===== src/rtl/clkrec_pkg.sv =====
package clkrec_pkg;

    // Loop phase of the controller.
    typedef enum logic [0:0] {
        PH_ACQUIRE = 1'b0,
        PH_TRACK   = 1'b1
    } phase_t;

endpackage


===== src/rtl/clkrec_lock_mon.sv =====
module clkrec_lock_mon
    import clkrec_pkg::*;
#(
    parameter int ERR_W  = 24,
    parameter int LOCK_N = 8
) (
    input  logic             clk,
    input  logic             rst,
    input  logic             smp,
    input  phase_t           phase,
    input  logic [ERR_W:0]   err_mag,
    input  logic [ERR_W-1:0] lock_thr,
    input  logic [ERR_W-1:0] unlock_thr,
    output logic             lock_hit,
    output logic             unlock_hit
);
    localparam int CNT_W = $clog2(LOCK_N + 1);
    localparam logic [CNT_W-1:0] LAST = CNT_W'(LOCK_N - 1);

    logic [CNT_W-1:0] run_q;
    logic             below_lock;
    logic             above_unlock;

    assign below_lock   = err_mag < {1'b0, lock_thr};
    assign above_unlock = err_mag > {1'b0, unlock_thr};

    assign lock_hit   = smp && (phase == PH_ACQUIRE) && below_lock && (run_q == LAST);
    assign unlock_hit = smp && (phase == PH_TRACK) && above_unlock;

    // Run of consecutive good samples, only counted while acquiring.
    always_ff @(posedge clk) begin
        if (rst) begin
            run_q <= '0;
        end else if (phase != PH_ACQUIRE) begin
            run_q <= '0;
        end else if (smp) begin
            if (!below_lock || lock_hit) begin
                run_q <= '0;
            end else begin
                run_q <= run_q + 1'b1;
            end
        end
    end

endmodule


===== src/rtl/clkrec_pi_filter.sv =====
module clkrec_pi_filter
    import clkrec_pkg::*;
#(
    parameter int INT_W  = 40,
    parameter int KP_ACQ = 2,
    parameter int KI_ACQ = 4,
    parameter int KP_TRK = 6,
    parameter int KI_TRK = 10
) (
    input  logic                    clk,
    input  logic                    rst,
    input  logic                    smp,
    input  phase_t                  phase,
    input  logic signed [INT_W-1:0] err,
    input  logic signed [INT_W-1:0] lim,
    output logic signed [INT_W-1:0] corr
);
    logic signed [INT_W-1:0] integ_q;
    logic signed [INT_W-1:0] corr_q;
    logic signed [INT_W-1:0] i_step;
    logic signed [INT_W-1:0] p_term;
    logic signed [INT_W-1:0] integ_d;
    logic signed [INT_W-1:0] corr_d;

    function automatic logic signed [INT_W-1:0] clip(
        input logic signed [INT_W-1:0] v,
        input logic signed [INT_W-1:0] l
    );
        if (v > l) begin
            return l;
        end else if (v < -l) begin
            return -l;
        end
        return v;
    endfunction

    // Gain pair follows the phase that is active at this edge.
    always_comb begin
        unique case (phase)
            PH_ACQUIRE: begin
                i_step = err >>> KI_ACQ;
                p_term = err >>> KP_ACQ;
            end
            PH_TRACK: begin
                i_step = err >>> KI_TRK;
                p_term = err >>> KP_TRK;
            end
        endcase
        integ_d = clip(integ_q + i_step, lim);
        corr_d  = clip(integ_d + p_term, lim);
    end

    always_ff @(posedge clk) begin
        if (rst) begin
            integ_q <= '0;
            corr_q  <= '0;
        end else if (smp) begin
            integ_q <= integ_d;
            corr_q  <= corr_d;
        end
    end

    assign corr = corr_q;

endmodule


===== src/rtl/clkrec_nco.sv =====
module clkrec_nco #(
    parameter int ACC_W = 48
) (
    input  logic             clk,
    input  logic             rst,
    input  logic [ACC_W-1:0] fw,
    output logic             carry_en
);
    logic [ACC_W-1:0] acc_q;
    logic             en_q;

    always_ff @(posedge clk) begin
        if (rst) begin
            acc_q <= '0;
            en_q  <= 1'b0;
        end else begin
            {en_q, acc_q} <= {1'b0, acc_q} + {1'b0, fw};
        end
    end

    assign carry_en = en_q;

endmodule


===== src/rtl/clkrec_ctrl.sv =====
module clkrec_ctrl
    import clkrec_pkg::*;
#(
    parameter int          ACC_W   = 48,
    parameter int          ERR_W   = 24,
    parameter int          FILL_W  = 16,
    parameter int          LOCK_N  = 8,
    parameter int          KP_ACQ  = 2,
    parameter int          KI_ACQ  = 4,
    parameter int          KP_TRK  = 6,
    parameter int          KI_TRK  = 10,
    parameter int          PPM_LIM = 90,
    parameter logic [63:0] NOM_LS  = (64'd1 << 48) * 64'd2048 / 64'd38880,
    parameter logic [63:0] NOM_HS  = (64'd1 << 48) * 64'd2864 / 64'd38880
) (
    input  logic              clk,
    input  logic              rst,
    input  logic              smp_vld,
    input  logic              diff_mode,
    input  logic              hs_mode,
    input  logic [ERR_W-1:0]  ts_err,
    input  logic [ERR_W-1:0]  arr_err,
    input  logic [FILL_W-1:0] fill_lvl,
    input  logic [FILL_W-1:0] fill_tgt,
    input  logic [ERR_W-1:0]  lock_thr,
    input  logic [ERR_W-1:0]  unlock_thr,
    output logic              rclk_en,
    output logic              locked,
    output logic [ACC_W-1:0]  freq_word
);
    localparam int          INT_W  = ACC_W - 8;
    localparam logic [63:0] LIM_LS = NOM_LS * 64'(PPM_LIM) / 64'd1000000;
    localparam logic [63:0] LIM_HS = NOM_HS * 64'(PPM_LIM) / 64'd1000000;

    phase_t state_q;
    phase_t state_d;

    logic [ERR_W-1:0]        fe_sel;
    logic signed [ERR_W:0]   fe_ext;
    logic [ERR_W:0]          fe_mag;
    logic signed [FILL_W:0]  fill_err;
    logic signed [INT_W-1:0] loop_err;
    logic signed [INT_W-1:0] lim_sel;
    logic signed [INT_W-1:0] corr;
    logic [ACC_W-1:0]        nom_sel;
    logic                    lock_hit;
    logic                    unlock_hit;

    // State register.
    always_ff @(posedge clk) begin
        if (rst) begin
            state_q <= PH_ACQUIRE;
        end else begin
            state_q <= state_d;
        end
    end

    // Transitions ACQ_TO_TRACK and TRACK_TO_ACQ.
    always_comb begin
        state_d = state_q;
        unique case (state_q)
            PH_ACQUIRE: if (lock_hit)   state_d = PH_TRACK;
            PH_TRACK:   if (unlock_hit) state_d = PH_ACQUIRE;
        endcase
    end

    // Outputs and error routing.
    always_comb begin
        fe_sel   = diff_mode ? ts_err : arr_err;
        fe_ext   = $signed({fe_sel[ERR_W-1], fe_sel});
        fe_mag   = fe_ext[ERR_W] ? $unsigned(-fe_ext) : $unsigned(fe_ext);
        fill_err = $signed({1'b0, fill_lvl}) - $signed({1'b0, fill_tgt});
        unique case (state_q)
            PH_ACQUIRE: loop_err = INT_W'(fe_ext);
            PH_TRACK:   loop_err = INT_W'(fill_err);
        endcase
        nom_sel   = hs_mode ? NOM_HS[ACC_W-1:0] : NOM_LS[ACC_W-1:0];
        lim_sel   = hs_mode ? $signed(LIM_HS[INT_W-1:0]) : $signed(LIM_LS[INT_W-1:0]);
        freq_word = nom_sel + {{(ACC_W - INT_W){corr[INT_W-1]}}, corr};
        locked    = (state_q == PH_TRACK);
    end

    clkrec_lock_mon #(
        .ERR_W (ERR_W),
        .LOCK_N(LOCK_N)
    ) u_lock (
        .clk       (clk),
        .rst       (rst),
        .smp       (smp_vld),
        .phase     (state_q),
        .err_mag   (fe_mag),
        .lock_thr  (lock_thr),
        .unlock_thr(unlock_thr),
        .lock_hit  (lock_hit),
        .unlock_hit(unlock_hit)
    );

    clkrec_pi_filter #(
        .INT_W (INT_W),
        .KP_ACQ(KP_ACQ),
        .KI_ACQ(KI_ACQ),
        .KP_TRK(KP_TRK),
        .KI_TRK(KI_TRK)
    ) u_filt (
        .clk  (clk),
        .rst  (rst),
        .smp  (smp_vld),
        .phase(state_q),
        .err  (loop_err),
        .lim  (lim_sel),
        .corr (corr)
    );

    clkrec_nco #(
        .ACC_W(ACC_W)
    ) u_nco (
        .clk     (clk),
        .rst     (rst),
        .fw      (freq_word),
        .carry_en(rclk_en)
    );

endmodule


===== config.mk =====
export PLATFORM = sky130hd
export DESIGN_NAME = clkrec_ctrl
export DESIGN_NICKNAME = d
export VERILOG_FILES = /design/src/rtl/clkrec_pkg.sv /design/src/rtl/clkrec_lock_mon.sv /design/src/rtl/clkrec_pi_filter.sv /design/src/rtl/clkrec_nco.sv /design/src/rtl/clkrec_ctrl.sv
export SDC_FILE = /design/constraint.sdc
export NUM_CORES = 1
export LEC_CHECK = 0
export ABC_CLOCK_PERIOD_IN_PS = 18300
export BUFFER_PORTS_ARGS = -buffer_cell sky130_fd_sc_hd__clkbuf_2
export CAP_MARGIN = 20
export CORE_MARGIN = 2
export CORE_UTILIZATION = 50
export DETAILED_ROUTE_END_ITERATION = 10
export GPL_TIMING_DRIVEN = 0
export PLACE_DENSITY = 0.69
export SLEW_MARGIN = 15
export SYNTH_ARGS = -nofsm -noshare
export SYNTH_HDL_FRONTEND = slang
export SYNTH_SLANG_ARGS = --single-unit
export TNS_END_PERCENT = 50

===== constraint.sdc =====
create_clock -name clk -period 18.3 [get_ports clk]
set_input_delay 3.66 -clock clk [delete_from_list [all_inputs] [get_ports clk]]
set_output_delay 3.66 -clock clk [all_outputs]
set_load 0.02 [all_outputs]

==> qor.yml <==
status: "finished, final reports clean"
place_area_um2: 19200
cp-start-kind: "input pin"
fin_setup_tns_ns: 0
io_buffers: 180
synthCells: 2361
grt_max_degree: 50
routed_wl_um: 53800
via_count: 18200
io_pins: 183
setup_viol: 0
maxSlewViolCount: 0
die_w_um: 192
total_power_w: 0.00337
drc: 0
grt_usage_pct: 28.8
yosysUniqueCellTypes: 102
finalCritPeriodShare_pct: 93.9
p_seq_share_pct: 13.3
synth_flop_cell: "dfxtp_1"
cts_root_buf: "clkbuf_16"
cts_max_path_buffers: 2
start_util_pct: 51.1
powerDensity_nw_per_um2: 170
vias_per_cell: 6.00
antenna-diode-count: 0
layout_commonest_cell: "nor2_1"
async_reset_ff_share_pct: 0
rsz0062_at_grt: "no"
num_rows: 68
path_class: "input pin to flip-flop"
grt_pass1_wl_um: 86000
cp_num_buf_inv: 6
area_delta_synth_final_pct: 11.5
utilization_pct: 57.0
layout_common_cells: "nor2_1 (286), ha_1 (266), a21oi_1 (181), clkbuf_2 (181), inv_1 (147)"
layout_min_cycle_time_ns: 17.19
cts_tree: "yes"
tightest_slew_ns: 0.861
p_comb_share_pct: 77.2
p_clk_share_pct: 9.5
ant_nets: 0
synth_area_leaders: "ha_1 (19%), dfxtp_1 (15%), nor2_1 (6.1%)"
dieArea_um2: 37000
cellInternalPower_w: 0.00159
dp_slack_ns: 0.737
grt_overflow: 0
synth-seq-area-share_pct: 15.1
finalHoldViolations: 0
yosysTopAreaCell: "ha_1"
critPathMaxStageDelay_ns: 0.63
synth_enable_flop_cells: 0
clk_latency_ns: 0.44
hpwlAfterDp_um: 43900
crit_required_ns: 18.65
synth_area_per_cell_um2: 7.51
synthesis.nets: 2764
syn_area_um2: 17700
numCtsBuffers: 17
fp.coreArea_um2: 34700
wl_met3_um: 3190
die_height_um: 192
fin_nets: 2965
p_sw_share_pct: 52.8
synth_top_cell_area_share_pct: 18.8
crit_fanout: 10
gp_congestion: 0.938
wl_met2_um: 24400
ir_drop_mv: 0.112
wl_per_cell_um: 17.8
drtIter0Drc: 1342
hp-class: "flip-flop to flip-flop"
setup_ws_ns: 1.11
p_sw_w: 0.00178
arrival_ns: 17.54
postLayoutCellArea_um2: 19800
dr.max_layer_used: "met4"
maxCapViolations: 0
grt_pass1_vias: 17200
grt_antenna_before_repair: 1
synth_warnings: 0
max_clock_freq_ghz: 0.0582
slew_headroom_pct: 42.6
leakage_nw: 9.40
r2r_slack_ns: 5.77
m1WireLength_um: 24700
cts_hold_buf: 0
skew_ns: 0.0104
critPathSlowestCell: "or4b_2"
drive_gt1_share_pct: 11.5
crit_family: "compound AO/OA/AOI/OAI gates"
firstDrtPassIters: 6
synth_seq_cells: 134
htreeDepth: 4
endpoint_kind: "flip-flop"
clkTransAtPathRegs_ns: 0.06
cts_sinks: 134
[final timing paths]
check	start	to	cells after the start
max	diff_mode	u_filt.corr[14]$_SDFFE_PP0P_	50
min	u_filt.integ_q[34]$_SDFFE_PP0P_	u_filt.integ_q[34]$_SDFFE_PP0P_	1
max reg2reg	locked$_SDFF_PP0_	u_filt.corr[14]$_SDFFE_PP0P_	45
min reg2reg	u_filt.integ_q[34]$_SDFFE_PP0P_	u_filt.integ_q[34]$_SDFFE_PP0P_	1
[cells by family after synthesis]
kind of cell    count (synthesis)  synth area share, %
flops                         134                 15.1
fa+ha+maj                     270                 19.2
compound gates                739                 28.3
mux                            35                 2.15
simple gates                  790                 21.7
buf+inv                       221                 4.88
xor+xnor                      172                 8.64
[cell type report]
class                           count  area, µm²
Multi-Input combinational cell   2006      14200
Clock inverter                     13        100
Inverter                          148        556
Timing Repair Buffer              182        928
Clock buffer                       18        429
Fill cell                        3361      14900
Tap cell                          455        569
Buffer                             73        314
Sequential cell                   134       2680
[synthesized netlist by cell type (15+ instances only)]
cell type,instances
a211oi_1,33
a21o_1,100
a21oi_1,181
a311oi_1,16
a31oi_1,15
and3_1,29
clkbuf_1,55
dfxtp_1,134
ha_1,266
inv_1,147
mux2i_1,19
nand2_1,145
nand2b_1,27
nand3_1,60
nand4_1,27
nor2_1,286
nor2b_1,33
nor3_1,68
nor3b_1,18
o211ai_1,23
o21a_1,62
o21ai_0,109
o21ai_1,21
o21bai_1,23
o22ai_1,16
o31ai_1,22
xnor2_1,97
xor2_1,73
[stage by stage]
step / instances / hold slack [ns]
floorplan: 2361 / 0.429
global placement: 2996 / 0.442
detailed placement: 2997 / 0.448
CTS: 3028 / 0.463
global route: 3029 / 0.486
finish: 3029 / 0.461
[timing repair]
item,in CTS,in global routing
endpoints found under the setup margin,0,14
setup buffers,0,0
gates resized for setup,0,1
[flip-flops by register name (all words and copies together) (netlist names)]
name	count
u_nco.carry_en	1
locked	1
u_nco.acc_q	48
u_lock.run_q	4
u_filt.corr	40
u_filt.integ_q	40
[routing by layer]
layer	vias up	GRT usage, %
met2	550	48.2
li1	9056	-
met4	0	9.28
met5	-	0
met1	8467	38.3
met3	111	3.86
[worst register-to-register path, delay by kind of cell, from the launching register on]
| family | cells | cell delay [ns] |
|---|---|---|
| simple gates | 14 | 3.86 |
| flops | 1 | 0.52 |
| xor+xnor | 2 | 0.51 |
| fa+ha+maj | 5 | 1.62 |
| compound gates | 21 | 4.73 |
| buf+inv | 2 | 0.79 |
| mux | 1 | 0.37 |
[power groups by stage]
stage | Sequential, W | Combinational, W | Clock (W)
2_1_floorplan | 0.000433 | 0.00199 | 0
3_3_place_gp | 0.000448 | 0.00249 | 0
3_5_place_dp | 0.000452 | 0.00255 | 0
4_1_cts | 0.000446 | 0.00256 | 0.000327
5_1_grt | 0.000456 | 0.00289 | 0.000338
6_report | 0.000447 | 0.00260 | 0.000320
No activity file was read; power rests on OpenSTA's default activity.
